**src/rtl/pms_pkg.sv**
```systemverilog
package pms_pkg;

  typedef enum logic [2:0] {
    ST_RUN,
    ST_IDLE,
    ST_SLEEP,
    ST_WAIT,
    ST_CLKON,
    ST_STAT
  } pms_state_e;

  localparam logic [1:0] MODE_NORMAL = 2'd0;
  localparam logic [1:0] MODE_IDLE   = 2'd1;
  localparam logic [1:0] MODE_SLEEP  = 2'd2;
  localparam logic [1:0] MODE_WAKING = 2'd3;

  localparam logic [1:0] ADDR_CMD    = 2'd0;
  localparam logic [1:0] ADDR_MASK   = 2'd1;
  localparam logic [1:0] ADDR_WAIT   = 2'd2;
  localparam logic [1:0] ADDR_STATUS = 2'd3;

  localparam logic [1:0] CMD_IDLE  = 2'd1;
  localparam logic [1:0] CMD_SLEEP = 2'd2;

  typedef struct packed {
    logic cpu_clk;
    logic periph_clk;
    logic core_pwr;
    logic periph_pwr;
  } pms_en_t;

  function automatic logic [1:0] mode_of(pms_state_e s);
    case (s)
      ST_RUN:   mode_of = MODE_NORMAL;
      ST_IDLE:  mode_of = MODE_IDLE;
      ST_SLEEP: mode_of = MODE_SLEEP;
      default:  mode_of = MODE_WAKING;
    endcase
  endfunction

  function automatic pms_en_t enables_of(pms_state_e s, logic came_from_sleep);
    pms_en_t e;
    e = '{cpu_clk: 1'b1, periph_clk: 1'b1, core_pwr: 1'b1, periph_pwr: 1'b1};
    case (s)
      ST_IDLE:  e.cpu_clk = 1'b0;
      ST_SLEEP: e = '0;
      ST_WAIT: begin
        e.cpu_clk    = 1'b0;
        e.periph_clk = ~came_from_sleep;
      end
      default: ;
    endcase
    return e;
  endfunction

endpackage

```
**src/rtl/pms_wake_sel.sv**
```systemverilog
module pms_wake_sel #(
  parameter int NUM_SRC = 6
) (
  input  logic [NUM_SRC-1:0] wake_src,
  input  logic [NUM_SRC-1:0] wake_mask,
  output logic [NUM_SRC-1:0] hit_vec,
  output logic               wake_hit
);

  for (genvar i = 0; i < NUM_SRC; i++) begin : g_src
    assign hit_vec[i] = wake_src[i] & wake_mask[i];
  end

  assign wake_hit = |hit_vec;

endmodule

```
**src/rtl/pms_regs.sv**
```systemverilog
module pms_regs
  import pms_pkg::*;
#(
  parameter int                DATA_W   = 16,
  parameter int                NUM_SRC  = 6,
  parameter int                WAIT_W   = 16,
  parameter logic [WAIT_W-1:0] WAIT_RST = 8
) (
  input  logic               clk,
  input  logic               rst_n,
  input  logic               wr_en,
  input  logic [1:0]         wr_addr,
  input  logic [DATA_W-1:0]  wr_data,
  input  logic [1:0]         rd_addr,
  output logic [DATA_W-1:0]  rd_data,
  input  logic [1:0]         cur_mode,
  input  logic               stat_set,
  input  logic [NUM_SRC-1:0] stat_cause,
  output logic               req_idle,
  output logic               req_sleep,
  output logic [NUM_SRC-1:0] wake_mask,
  output logic [WAIT_W-1:0]  wait_val
);

  localparam int STAT_W = NUM_SRC + 1;
  localparam logic [STAT_W-1:0] STAT_RST = STAT_W'(1) << NUM_SRC;

  logic [STAT_W-1:0] status;
  logic [STAT_W-1:0] clr_vec;
  logic [STAT_W-1:0] set_vec;

  assign req_idle  = wr_en && (wr_addr == ADDR_CMD) && (wr_data[1:0] == CMD_IDLE);
  assign req_sleep = wr_en && (wr_addr == ADDR_CMD) && (wr_data[1:0] == CMD_SLEEP);

  assign clr_vec = (wr_en && wr_addr == ADDR_STATUS) ? wr_data[STAT_W-1:0] : '0;
  assign set_vec = stat_set ? {1'b0, stat_cause} : '0;

  always_ff @(posedge clk or negedge rst_n) begin
    if (!rst_n) begin
      wake_mask <= '1;
      wait_val  <= WAIT_RST;
      status    <= STAT_RST;
    end else begin
      if (wr_en && wr_addr == ADDR_MASK) wake_mask <= wr_data[NUM_SRC-1:0];
      if (wr_en && wr_addr == ADDR_WAIT) wait_val  <= wr_data[WAIT_W-1:0];
      status <= (status & ~clr_vec) | set_vec;
    end
  end

  always_comb begin
    case (rd_addr)
      ADDR_CMD:  rd_data = DATA_W'(cur_mode);
      ADDR_MASK: rd_data = DATA_W'(wake_mask);
      ADDR_WAIT: rd_data = DATA_W'(wait_val);
      default:   rd_data = DATA_W'(status);
    endcase
  end

  // a cause raised by the sequencer is visible on the next cycle, whatever software cleared
  p_cause_sticks_r8: assert property (@(posedge clk) disable iff (!rst_n)
    stat_set |=> ((status[NUM_SRC-1:0] & $past(stat_cause)) == $past(stat_cause)));

endmodule

```
**src/rtl/pms_seq.sv**
```systemverilog
module pms_seq
  import pms_pkg::*;
#(
  parameter int NUM_SRC = 6,
  parameter int WAIT_W  = 16
) (
  input  logic               clk,
  input  logic               rst_n,
  input  logic               req_idle,
  input  logic               req_sleep,
  input  logic               wake_hit,
  input  logic [NUM_SRC-1:0] hit_vec,
  input  logic [WAIT_W-1:0]  wait_val,
  output pms_state_e         state,
  output logic               from_sleep,
  output logic               stat_set,
  output logic [NUM_SRC-1:0] stat_cause
);

  logic [WAIT_W-1:0] cnt;
  logic              sleep_blocked;
  logic              wake_start;
  logic              wait_done;

  // Wait length in cycles; a programmed zero still costs one cycle.
  function automatic logic [WAIT_W-1:0] wait_len(logic [WAIT_W-1:0] v);
    return (v == '0) ? WAIT_W'(1) : v;
  endfunction

  assign sleep_blocked = req_sleep && wake_hit;
  assign wake_start    = (state == ST_IDLE || state == ST_SLEEP) && wake_hit;
  assign wait_done     = (state == ST_WAIT) && (cnt == WAIT_W'(1));
  assign stat_set      = (state == ST_STAT);

  always_ff @(posedge clk or negedge rst_n) begin
    if (!rst_n) begin
      state      <= ST_RUN;
      cnt        <= '0;
      from_sleep <= 1'b0;
      stat_cause <= '0;
    end else begin
      case (state)
        ST_RUN: begin
          if (req_sleep && !sleep_blocked) begin
            state      <= ST_SLEEP;
            from_sleep <= 1'b1;
          end else if (req_idle) begin
            state      <= ST_IDLE;
            from_sleep <= 1'b0;
          end
        end
        ST_IDLE, ST_SLEEP: begin
          if (wake_start) begin
            state      <= ST_WAIT;
            cnt        <= wait_len(wait_val);
            stat_cause <= hit_vec;
          end
        end
        ST_WAIT: begin
          if (wait_done) state <= ST_CLKON;
          else           cnt   <= cnt - WAIT_W'(1);
        end
        ST_CLKON: state <= ST_STAT;
        ST_STAT:  state <= ST_RUN;
        default:  state <= ST_RUN;
      endcase
    end
  end

  // Normal is left only on a command
  p_no_auto_lp_r4: assert property (@(posedge clk) disable iff (!rst_n)
    (state == ST_RUN && !req_idle && !req_sleep) |=> (state == ST_RUN));

  // sleep command with a live enabled wake keeps Normal
  p_block_sleep_r10: assert property (@(posedge clk) disable iff (!rst_n)
    (state == ST_RUN && req_sleep && wake_hit) |=> (state == ST_RUN));

  // an enabled wake in a low-power mode starts the wait
  p_wake_starts_r6: assert property (@(posedge clk) disable iff (!rst_n)
    ((state == ST_IDLE || state == ST_SLEEP) && wake_hit) |=> (state == ST_WAIT));

  // the clock stage comes only after the wait, and the status stage after the clock stage
  p_clk_after_wait_r6: assert property (@(posedge clk) disable iff (!rst_n)
    (state == ST_CLKON) |-> ($past(state) == ST_WAIT));
  p_stat_after_clk_r6: assert property (@(posedge clk) disable iff (!rst_n)
    (state == ST_STAT) |-> ($past(state) == ST_CLKON));

  // the wait counter never sits at zero while waiting
  p_cnt_nonzero_r7: assert property (@(posedge clk) disable iff (!rst_n)
    (state == ST_WAIT) |-> (cnt != '0));

endmodule

```
**src/rtl/pwr_mode_seq.sv**
```systemverilog
module pwr_mode_seq
  import pms_pkg::*;
#(
  parameter int                DATA_W   = 16,
  parameter int                NUM_SRC  = 6,
  parameter int                WAIT_W   = 16,
  parameter logic [WAIT_W-1:0] WAIT_RST = 8
) (
  input  logic               clk,
  input  logic               rst_n,
  input  logic               wr_en,
  input  logic [1:0]         wr_addr,
  input  logic [DATA_W-1:0]  wr_data,
  input  logic [1:0]         rd_addr,
  output logic [DATA_W-1:0]  rd_data,
  input  logic [NUM_SRC-1:0] wake_src,
  output logic               cpu_clk_en,
  output logic               periph_clk_en,
  output logic               core_pwr_en,
  output logic               periph_pwr_en,
  output logic [1:0]         mode
);

  pms_state_e         state;
  logic               from_sleep;
  logic               stat_set;
  logic [NUM_SRC-1:0] stat_cause;
  logic               req_idle;
  logic               req_sleep;
  logic [NUM_SRC-1:0] wake_mask;
  logic [WAIT_W-1:0]  wait_val;
  logic [NUM_SRC-1:0] hit_vec;
  logic               wake_hit;
  pms_en_t            en;

  pms_regs #(
    .DATA_W(DATA_W), .NUM_SRC(NUM_SRC), .WAIT_W(WAIT_W), .WAIT_RST(WAIT_RST)
  ) u_regs (
    .clk(clk), .rst_n(rst_n),
    .wr_en(wr_en), .wr_addr(wr_addr), .wr_data(wr_data),
    .rd_addr(rd_addr), .rd_data(rd_data),
    .cur_mode(mode), .stat_set(stat_set), .stat_cause(stat_cause),
    .req_idle(req_idle), .req_sleep(req_sleep),
    .wake_mask(wake_mask), .wait_val(wait_val)
  );

  pms_wake_sel #(.NUM_SRC(NUM_SRC)) u_wake (
    .wake_src(wake_src), .wake_mask(wake_mask),
    .hit_vec(hit_vec), .wake_hit(wake_hit)
  );

  pms_seq #(.NUM_SRC(NUM_SRC), .WAIT_W(WAIT_W)) u_seq (
    .clk(clk), .rst_n(rst_n),
    .req_idle(req_idle), .req_sleep(req_sleep),
    .wake_hit(wake_hit), .hit_vec(hit_vec), .wait_val(wait_val),
    .state(state), .from_sleep(from_sleep),
    .stat_set(stat_set), .stat_cause(stat_cause)
  );

  assign en            = enables_of(state, from_sleep);
  assign cpu_clk_en    = en.cpu_clk;
  assign periph_clk_en = en.periph_clk;
  assign core_pwr_en   = en.core_pwr;
  assign periph_pwr_en = en.periph_pwr;
  assign mode          = mode_of(state);

  // Idle keeps power and peripheral clock, stops the CPU clock
  p_idle_outputs_r2: assert property (@(posedge clk) disable iff (!rst_n)
    (mode == MODE_IDLE) |-> (!cpu_clk_en && periph_clk_en && core_pwr_en && periph_pwr_en));

  // Sleep cuts both domains and both clocks
  p_sleep_outputs_r3: assert property (@(posedge clk) disable iff (!rst_n)
    (mode == MODE_SLEEP) |-> (!core_pwr_en && !periph_pwr_en && !cpu_clk_en && !periph_clk_en));

  // the CPU clock never runs without core power
  p_clk_needs_pwr_r6: assert property (@(posedge clk) disable iff (!rst_n)
    cpu_clk_en |-> core_pwr_en);

  // a masked source alone never moves a low-power mode
  p_masked_ignored_r5: assert property (@(posedge clk) disable iff (!rst_n)
    ((mode == MODE_IDLE || mode == MODE_SLEEP) && ((wake_src & wake_mask) == '0) && !wr_en)
      |=> $stable(mode));

endmodule

```
**config.mk**
```make
export PLATFORM = sky130hd
export DESIGN_NAME = pwr_mode_seq
export DESIGN_NICKNAME = d
export VERILOG_FILES = /design/src/rtl/pms_pkg.sv /design/src/rtl/pms_wake_sel.sv /design/src/rtl/pms_regs.sv /design/src/rtl/pms_seq.sv /design/src/rtl/pwr_mode_seq.sv
export SDC_FILE = /design/constraint.sdc
export NUM_CORES = 1
export LEC_CHECK = 0
export CORE_MARGIN = 8
export CORE_UTILIZATION = 65
export DETAILED_ROUTE_END_ITERATION = 6
export DONT_BUFFER_PORTS = 1
export GPL_TIMING_DRIVEN = 0
export PLACE_DENSITY = 0.87
export SLEW_MARGIN = 20
export SYNTH_ARGS = -nofsm -noshare
export SYNTH_HDL_FRONTEND = slang
export SYNTH_HIERARCHICAL = 1
export SYNTH_SLANG_ARGS = --single-unit
export TNS_END_PERCENT = 50
```
**constraint.sdc**
```tcl
create_clock -name clk -period 3.2 [get_ports clk]
set_input_delay 0 -clock clk [delete_from_list [all_inputs] [get_ports clk]]
set_output_delay 0 -clock clk [all_outputs]
set_load 0.02 [all_outputs]
```
### Word-level counts from Yosys, hierarchy flattened

Index checks and enable logic that the tools add are counted.

| storage, ports and cells | value |
|---|---|
| bits in registers | 55 |
| input port bits | 29 |
| output and inout bits | 22 |
| logic and storage cells | 78 |

| cells by class | value |
|---|---|
| $add $sub $neg | 1 |
| eq/ne operators | 17 |
| muxes and demuxes | 18 |
| bitwise gates (word level) | 10 |
| reductions and logical operators | 25 |

Operators with widths:

| cell | count |
|---|---|
| 2-to-1 mux 16 bit | 3 |
| case mux 16 bit (3 select lines) | 1 |
| case mux 16 bit (2 select lines) | 1 |
| equality test 16 x 1 -> 1 bit, second input constant | 1 |
| zero test 16 bit | 1 |
| subtractor 16 x 1 -> 16 bit, second input constant | 1 |
| 2-to-1 mux 3 bit | 4 |
| case mux 3 bit (4 select lines) | 1 |
| logical AND 1 bit | 10 |
| equality test 2 bit, second input constant | 4 |
| AND 7 bit | 1 |
| 2-to-1 mux 7 bit | 1 |
| inverter 7 bit | 1 |
| OR 7 bit | 1 |
| AND 1 bit | 6 |
| equality test 2 x 1 -> 1 bit, second input constant | 3 |
| equality test 3 x 2 -> 1 bit, second input constant | 2 |
| equality test 3 bit, second input constant | 2 |
| 2-to-1 mux 6 bit | 1 |
| case mux 2 bit (3 select lines) | 1 |
| AND reduction 3 bit | 2 |
| OR reduction 6 bit | 1 |
| zero test 2 bit | 2 |
| inequality test 2 x 1 -> 1 bit, second input constant | 2 |
| other kinds (14) | 18 |

### Depth between registers and ports, before layout

Gate-level depths: netlist (run 1).

| logic depth | value |
|---|---|
| word-level depth | 8 |
| mapped depth | 8 |
| gate-level depth less buffers | 7 |

### Hierarchy

Netlist (run 1), hierarchy kept.

By module, submodules not included:

| module | times used | cells an instance | area an instance (sq um) | sequential area each (sq um) |
|---|---|---|---|---|
| pms_seq | 1 | 184 | 1607.8 | 650.6 |
| pms_regs | 1 | 99 | 1436.4 | 735.7 |
| pms_wake_sel | 1 | 9 | 67.6 | 0.0 |
| pwr_mode_seq | 1 | 8 | 46.3 | 0.0 |

### Worst setup path before layout (run 1)

Ideal clock, no wire load.

| timing | value |
|---|---|
| path type | register -> register |
| from | reg u_regs.wake_mask[4] |
| to | reg u_seq.cnt[12] |
| setup time | 0.121 ns |
| arrival time | 1.933 ns |
| data required time | 3.079 ns |
| slack | 1.146 ns |
| stages on the path, launching flop included | 9 |
| path buffers | 1 |
| period minus slack after synthesis | 2.054 ns |
| path through | dfstp_2 -> a22o_1 -> or4_4 -> nor2b_1 -> a211oi_4 -> a21o_4 -> buf_6 -> a21oi_1 -> o22a_1 |

| between the ends | value |
|---|---|
| word-level cells in the longest chain between the ends | 5 |

Ends and longest elaborated chain:

| element | line | source |
|---|---|---|
| start, declared | pms_regs.sv:21 | `output logic [NUM_SRC-1:0] wake_mask,` |
| start signal, assigned | pms_regs.sv:44 | `if (wr_en && wr_addr == ADDR_MASK) wake_mask <= wr_data[NUM_SRC-1:0];` |
| AND 1 bit | pms_wake_sel.sv:11 | `assign hit_vec[i] = wake_src[i] & wake_mask[i];` |
| OR reduction 6 bit | pms_wake_sel.sv:14 | `assign wake_hit = \|hit_vec;` |
| via wake_hit | pwr_mode_seq.sv:33 | `logic wake_hit;` |
| logical AND 1 bit | pms_seq.sv:31 | `assign wake_start = (state == ST_IDLE \|\| state == ST_SLEEP) && wake_hit;` |
| inequality test 2 x 1 -> 1 bit (no line) | -- |  |
| AND reduction 3 bit (no line) | -- |  |
| end signal, assigned | pms_seq.sv:55 | `cnt <= wait_len(wait_val);` |
| end signal, assigned | pms_seq.sv:61 | `else cnt <= cnt - WAIT_W'(1);` |
| end, declared | pms_seq.sv:20 | `logic [WAIT_W-1:0] cnt;` |

The timed path passes the listed nets, and every way through them passes these cells.
A chain may end at the register's enable or synchronous reset.

### Final worst setup path (run 1)

Ends and elaborated chain as after synthesis.

==> results of run 1 <==
layer usage:
layer | up-vias | wire [um]
met5 | - | 0
met4 | 0 | 493
met3 | 56 | 952
met2 | 199 | 4230
met1 | 1362 | 3470
li1 | 1169 | -
registers in the layout, indices dropped and copies added, names as in the netlist:
register	flops
u_seq/cnt	16
u_seq/from_sleep	1
u_seq/state	3
u_seq/stat_cause	6
u_regs/wake_mask	6
u_regs/wait_val	16
u_regs/status	7
tightest hold or removal path: cells and delay by family:
kind,cells,cell delay (ps)
compound gates,1,80
simple gates,2,230
cells by family (layout without fill, tap and decap cells):
| group | Yosys count | in the layout | synth area share [%] |
|---|---|---|---|
| AND/OR/NAND/NOR | 112 | 112 | 20.6 |
| AO/OA/AOI/OAI | 71 | 71 | 15.6 |
| multiplexers | 35 | 35 | 14.3 |
| adder cells (fa/ha/maj) | 2 | 2 | 0.792 |
| buffers and inverters | 23 | 56 | 4.20 |
| flip-flops | 55 | 55 | 43.9 |
| XOR/XNOR | 2 | 2 | 0.555 |
power by group through the flow:
| stage | logic [mW] | clock network (mW) | registers (mW) |
|---|---|---|---|
| floorplan | 0.753 | 0 | 1.07 |
| global placement | 0.875 | 0 | 1.12 |
| detailed placement | 0.914 | 0 | 1.14 |
| CTS | 0.967 | 0.408 | 1.13 |
| global route | 1.10 | 0.441 | 1.17 |
| finish | 1.03 | 0.409 | 1.16 |
layout by cell type, fill, tap and decap left out, types with 8 or more instances in the layout:
cell type / netlist / final
dfrtp_1: 47 / 47
dlygate4sd3_1: 0 / 24
nor2_1: 23 / 23
mux2_2: 22 / 22
a21oi_1: 18 / 18
nand2_1: 16 / 16
and2_1: 14 / 14
a22o_1: 12 / 12
nor3_1: 11 / 11
o21ai_0: 11 / 11
mux2_4: 10 / 10
nand4_1: 8 / 8
dfstp_2: 8 / 8
nor4_1: 8 / 8
stage by stage:
step | total power [mW] | instance area, um2 | instances | hold WS [ps]
2_1_floorplan | 1.82 | 3160 | 300 | -296
3_3_place_gp | 2.00 | 3230 | 354 | -294
3_5_place_dp | 2.05 | 3230 | 354 | -294
4_1_cts | 2.50 | 3580 | 386 | 4.18
5_1_grt | 2.72 | 3590 | 387 | 22.3
6_report | 2.59 | 3590 | 387 | 25.4
cells in the mapped netlist (10+ instances only):
master   instances
a21oi_1         18
a22o_1          12
and2_1          14
dfrtp_1         47
mux2_2          22
mux2_4          10
nand2_1         16
nor2_1          23
nor3_1          11
o21ai_0         11
worst min path at each step:
stage	endpoint	slack (ps)	from
after floorplan	u_regs/status[0]$_DFF_PN0_	-300	rst_n
after global placement	u_regs/wait_val[10]$_DFFE_PN0P_	-290	rst_n
after detailed placement	u_regs/wait_val[10]$_DFFE_PN0P_	-290	rst_n
after CTS	u_seq/stat_cause[5]$_DFFE_PN0P_	4	wake_src[5]
after global routing	u_regs/status[4]$_DFF_PN0_	20	wr_addr[1]
final	u_seq/from_sleep$_DFFE_PN0P_	30	wr_data[1]
what timing repair did:
action	CTS	global route
endpoints found under the hold margin	90	1
hold buffers	24	1
resized for setup	0	0
layout make-up:
cell class	count	area, um2
flip-flops and latches	55	1390
repair buffers	25	268
well taps	54	67.6
clock buffers	5	68.8
plain buffers	16	106
clock inverters	3	28.8
fillers	267	1100
multi-input cells	222	1640
inverters	7	26.3
==> impl_metrics.json, run 1 <==
{
  "status": "complete, but fails checks",
  "violations": "design-rule violations",
  "clock_latency_ps": 330,
  "cellLeakagePower_nw": 1.51,
  "tightestPinTransition_ps": 618,
  "worstReg2RegStart": "u_regs/wake_mask[4]$_DFFE_PN1P_",
  "period_minus_slack_ps": 2390,
  "rr_endpoint": "u_seq/cnt[12]$_DFFE_PN0P_",
  "drc": 1,
  "clkPwrFrac_pct": 15.8,
  "switchingPower_mw": 1.09,
  "tritoncts": "done",
  "syn-num-nets": 331,
  "critPathLaunch": "u_regs/wake_mask[4]$_DFFE_PN1P_",
  "power_density_nw_per_um2": 722,
  "cts.path.max_buffers": 2,
  "dp.final_hpwl_um": 5570,
  "seqPwrFrac_pct": 44.6,
  "track_usage_pct": 25.6,
  "row_count": 25,
  "yosys.area.top_type": "dfrtp_1",
  "antenna_found_initial": 0,
  "h-tree-depth": 2,
  "worst_setup_path_start_kind": "flip-flop",
  "fin_nets": 363,
  "die_x_um": 85.7,
  "vias_per_cell": 7.20,
  "grt_max_degree": 56,
  "cts.sinks": 55,
  "portBuffers": 0,
  "hold_viol_final": 0,
  "place_congestion": 0.885,
  "worstSetupPathDepth": 8,
  "pin_count": 51,
  "synth_ff_type": "dfrtp_1",
  "cts_buffers": 5,
  "fin_util_pct": 76.5,
  "finalSetupViolCount": 0,
  "power_frac_comb_pct": 39.6,
  "place_ws_ps": 932,
  "grt_pass1_wl_um": 14800,
  "synthTopCellsByArea": "dfrtp_1 37%, mux2_2 7.8%, dfstp_2 6.7%",
  "use_met2_pct": 40.1,
  "totalWireLength_um": 9150,
  "path_cells": "a22o_1 > or4_4 > nor2b_1 > a211oi_4 > a21o_4 > buf_6 > a21oi_1 > o22a_1",
  "cts_root_buf": "clkbuf_8",
  "fmax_mhz": 419,
  "peakVddDrop_v": 0.000484,
  "floorplan.die.height_um": 85.7,
  "cp.arrival_ps": 2590,
  "crit_path_max_fanout": 10,
  "r2r_setup_slack_ps": 810,
  "grt-ovfl-total": 0,
  "fin_skew_ps": 20.4,
  "grt_use_met1_pct": 30.5,
  "ys_types": 54,
  "max-slew-margin-rel_pct": 58.7,
  "final_layout_size_suffix_gt1_share_pct": 21.3,
  "critical-path-top-delay-family": "compound AO/OA/AOI/OAI gates",
  "drtIter0Drc": 394,
  "rsz0062_at_grt": "no",
  "area_delta_synth_final_pct": 13.7,
  "start_util_pct": 67.3,
  "p_int_mw": 1.51,
  "setup_slack_ps": 812,
  "grt_util_met3_pct": 8.21,
  "grt_pass1_vias": 2853,
  "grt.busiest_layer": "met2",
  "r2r_cells": 8,
  "async_reset_ff_share_pct": 100,
  "synth_area_per_cell_um2": 10.5,
  "synth-edff-count": 0,
  "crit_type": "flip-flop to flip-flop",
  "cpMaxStageDelayCell": "or4_4",
  "synth_area_um2": 3160,
  "tns_ps": 0,
  "coreArea_um2": 4690,
  "min_path_cells": 3,
  "clk_pin_slew_worst_paths_ps": 120,
  "hp-class": "input pin to flip-flop",
  "fin_crit_sh_pct": 74.6,
  "cts_setup_buffers": 0,
  "dr.pass1.iters": 7,
  "synthCells": 300,
  "maxSlewViolCount": 0,
  "maxCapViolations": 0,
  "n_antenna_cell": 0,
  "crit_path_end_kind": "flip-flop",
  "slowest_delay_ps": 520,
  "yosysSeqAreaShare_pct": 43.9,
  "postRouteAntennaNets": 0,
  "design.die.area_um2": 7340,
  "crit_path_end": "u_seq/cnt[12]$_DFFE_PN0P_",
  "cp_num_buf_inv": 1,
  "ys.warnings.count": 6,
  "swShare_pct": 41.9,
  "wl_per_cell_um": 23.6,
  "netlist.area_leader.share_pct": 37.2,
  "vias": 2786,
  "required_ps": 3400,
  "synth_seq_cells": 55
}
(Power assumes the default switching activity.)
==> run 2: changes to the inputs <==
--- a/config.mk
+++ b/config.mk
@@ -5,12 +5,13 @@
 export SDC_FILE = /design/constraint.sdc
 export NUM_CORES = 1
 export LEC_CHECK = 0
+export ABC_AREA = 1
 export CORE_MARGIN = 8
-export CORE_UTILIZATION = 65
+export CORE_UTILIZATION = 64
 export DETAILED_ROUTE_END_ITERATION = 6
 export DONT_BUFFER_PORTS = 1
 export GPL_TIMING_DRIVEN = 0
-export PLACE_DENSITY = 0.87
+export PLACE_DENSITY = 0.86
 export SLEW_MARGIN = 20
 export SYNTH_ARGS = -nofsm -noshare
 export SYNTH_HDL_FRONTEND = slang
==> constraint.sdc (replaced) <==
create_clock -name clk -period 2.43 [get_ports clk]
set_input_delay 0 -clock clk [delete_from_list [all_inputs] [get_ports clk]]
set_output_delay 0 -clock clk [all_outputs]
set_load 0.02 [all_outputs]
==> impl_metrics.json, run 2 <==
{
  "vias": 3295,
  "cp.arrival_ps": 2080,
  "hold-worst-slack_ps": 30.3,
  "power_density_nw_per_um2": 1160,
  "top_regs": "u_regs/wait_val (16), u_seq/cnt (16), u_regs/status (7)",
  "ctsResizeCount": 0,
  "synthXorXnorAreaFrac_pct": 0,
  "required_ps": 2620,
  "hp-class": "input pin to flip-flop",
  "tightestPinTransition_ps": 713,
  "crit_type": "flip-flop to flip-flop",
  "synth_compound_area_share_pct": 8.40,
  "slowest_delay_ps": 400,
  "synth_top_family_by_area": "simple AND/OR/NAND/NOR gates",
  "synthAdderAreaFrac_pct": 0.764,
  "worstReg2RegStart": "u_regs/wake_mask[2]$_DFFE_PN1P_",
  "synthTopCellsByCount": "162 x nand2_1, 62 x inv_1, 54 x nor2_1",
  "async_reset_ff_share_pct": 100,
  "totalWireLength_um": 9270,
  "synth_mux_area_share_pct": 2.52,
  "maxCapViolations": 0,
  "synthTopCellsByArea": "dfrtp_1 36%, nand2_1 19%, inv_1 7.1%",
  "ys.warnings.count": 6,
  "maxSlewViolCount": 0,
  "drc": 0,
  "r2r_setup_slack_ps": 540,
  "design.die.area_um2": 7670,
  "final_layout_size_suffix_gt1_share_pct": 11.2,
  "hold_end": "u_regs/wait_val[0]$_DFFE_PN0P_",
  "cpMaxStageDelayCell": "dfstp_2",
  "cts_setup_buffers": 0,
  "seq_area_um2": 1390,
  "critical-path-top-delay-family": "simple AND/OR/NAND/NOR gates",
  "grt_max_degree": 56,
  "rsz0062_at_grt": "no",
  "cp_common_cell": "nand2_1",
  "finalSetupViolCount": 0,
  "drtIter0Drc": 284,
  "area_delta_synth_final_pct": 15.9,
  "cp_num_buf_inv": 1,
  "tns_ps": 0,
  "multi_input_area_um2": 1570,
  "synth_area_per_cell_um2": 7.03,
  "track_usage_pct": 25.4,
  "period_minus_slack_ps": 1890,
  "tritoncts": "done",
  "fin_crit_sh_pct": 77.9,
  "synth_seq_cells": 55,
  "rr_endpoint": "u_seq/state[1]$_DFFE_PN0P_",
  "cts.sinks": 55,
  "postRouteAntennaNets": 0,
  "final_common_cell": "nand2_1",
  "hp-start": "wr_addr[0]",
  "vias_per_cell": 5.76,
  "synth_most_common_cell": "nand2_1",
  "fin_skew_ps": 4.52,
  "synth-simple-area-share_pct": 36.3,
  "die_x_um": 87.6,
  "status": "completed",
  "antenna_found_initial": 0,
  "crit_path_max_fanout": 5,
  "wl_per_cell_um": 16.2,
  "synth_ff_type": "dfrtp_1",
  "mostFrequentLayoutCells": "162 x nand2_1, 62 x inv_1, 54 x nor2_1, 47 x dfrtp_1, 41 x o21ai_0",
  "synth-edff-count": 0,
  "dp.final_hpwl_um": 5920,
  "crit_path_end_kind": "flip-flop",
  "n_antenna_cell": 0,
  "fmax_mhz": 528,
  "h-tree-depth": 2,
  "path_cells": "nand2_1 > nand2_1 > nor2_1 > nand2_1 > inv_1 > nand2_1 > nand2_1 > nor2_1 > a21oi_1 > nand2_1 > nand2_1 > o21ai_0",
  "yosys.area.top_type": "dfrtp_1",
  "synth_area_um2": 3280,
  "syn-num-nets": 497,
  "worst_setup_path_start_kind": "flip-flop",
  "ys_types": 28,
  "cts_root_buf": "clkbuf_8",
  "max-slew-margin-rel_pct": 52.0,
  "cts_hold_buf": 28,
  "synthCells": 466,
  "dr.pass1.iters": 5,
  "netlist.area_leader.share_pct": 35.9,
  "floorplan.die.height_um": 87.6,
  "cts_buffers": 5,
  "grt-ovfl-total": 0,
  "pin_count": 51,
  "fin_nets": 532,
  "hold_viol_final": 0,
  "portBuffers": 0,
  "place_congestion": 0.938,
  "min_path_cells": 4,
  "r2r_cells": 12,
  "clock_latency_ps": 310,
  "start_util_pct": 65.4,
  "clk_pin_slew_worst_paths_ps": 100,
  "grt_pass1_wl_um": 15300,
  "row_count": 26,
  "yosysSeqAreaShare_pct": 42.3,
  "grt_pass1_vias": 3354,
  "coreArea_um2": 5010,
  "cellLeakagePower_nw": 1.99,
  "cts.path.max_buffers": 2,
  "peakVddDrop_v": 0.000665,
  "fill_cells": 357
}
[run 2: cell count changes after synthesis, sizes merged, moves of 6 or more]
cell    previous run  this run
a22o              12         0
o21ai             15        48
inv                7        64
nor2              23        60
and2              15         0
nor4               9         0
a21oi             19         2
nand3              2        38
mux2              32         6
nor3              11         2
nand2             16       167
nand2b             6         0
[run 2: worst max path at each step]
stage          slack, ps                             from                          to  cells after the start
6_report             540  u_regs/wake_mask[2]$_DFFE_PN1P_  u_seq/state[1]$_DFFE_PN0P_                     12
5_1_grt              490  u_regs/wake_mask[2]$_DFFE_PN1P_  u_seq/state[1]$_DFFE_PN0P_                     11
4_1_cts              680         u_seq/cnt[0]$_DFFE_PN0P_   u_seq/cnt[10]$_DFFE_PN0P_                      9
3_5_place_dp         680         u_seq/cnt[0]$_DFFE_PN0P_   u_seq/cnt[10]$_DFFE_PN0P_                      9
3_3_place_gp         730         u_seq/cnt[0]$_DFFE_PN0P_   u_seq/cnt[10]$_DFFE_PN0P_                      9
2_1_floorplan        960         u_seq/cnt[0]$_DFFE_PN0P_   u_seq/cnt[10]$_DFFE_PN0P_                      9
[run 2: per-stage QoR]
stage	setup WS [ps]	instances	area [um2]	total power [mW]	utilization, %
2_1_floorplan	956	466	3280	3.10	-
3_3_place_gp	735	536	3360	3.46	67.2
3_5_place_dp	685	536	3360	3.54	67.2
4_1_cts	684	572	3800	4.31	75.8
5_1_grt	490	572	3800	4.71	75.8
6_report	538	572	3800	4.39	75.8
[run 2: metal layers]
layer / vias to the layer above / wire (um) / global-route usage (%)
li1: 1520 / - / -
met2: 210 / 4670 / 45.8
met1: 1509 / 3270 / 26.5
met3: 56 / 869 / 6.19
met4: 0 / 461 / 13.6
met5: - / 0 / 0
[run 2: worst min-delay path, stage by stage]
cell and delay, ps:
inv_1 30, nand3_1 150, nand2_1 60, o21ai_0 60
[run 2: kinds of logic (layout without fill, tap and decap cells)]
kind of cell / count (synthesis) / in the layout
buf+inv: 75 / 111
flops: 55 / 55
simple gates: 277 / 277
mux: 6 / 6
fa+ha+maj: 2 / 2
compound gates: 51 / 51
[run 2: final cells by class]
class	instances	share of cell area, %
plain buffers	11	2.04
clock buffers	5	1.81
multi-input cells	336	41.4
repair buffers	28	7.84
flip-flops and latches	55	36.5
well taps	70	2.31
inverters	64	6.32
clock inverters	3	1.78
[run 2: power by group]
group | internal (mW) | total (mW) | switching (mW) | leakage [nW]
sequential | 1.24 | 1.53 | 0.291 | 0.684
clock | 0.411 | 0.720 | 0.309 | 0.0644
combinational | 0.747 | 2.15 | 1.40 | 1.24
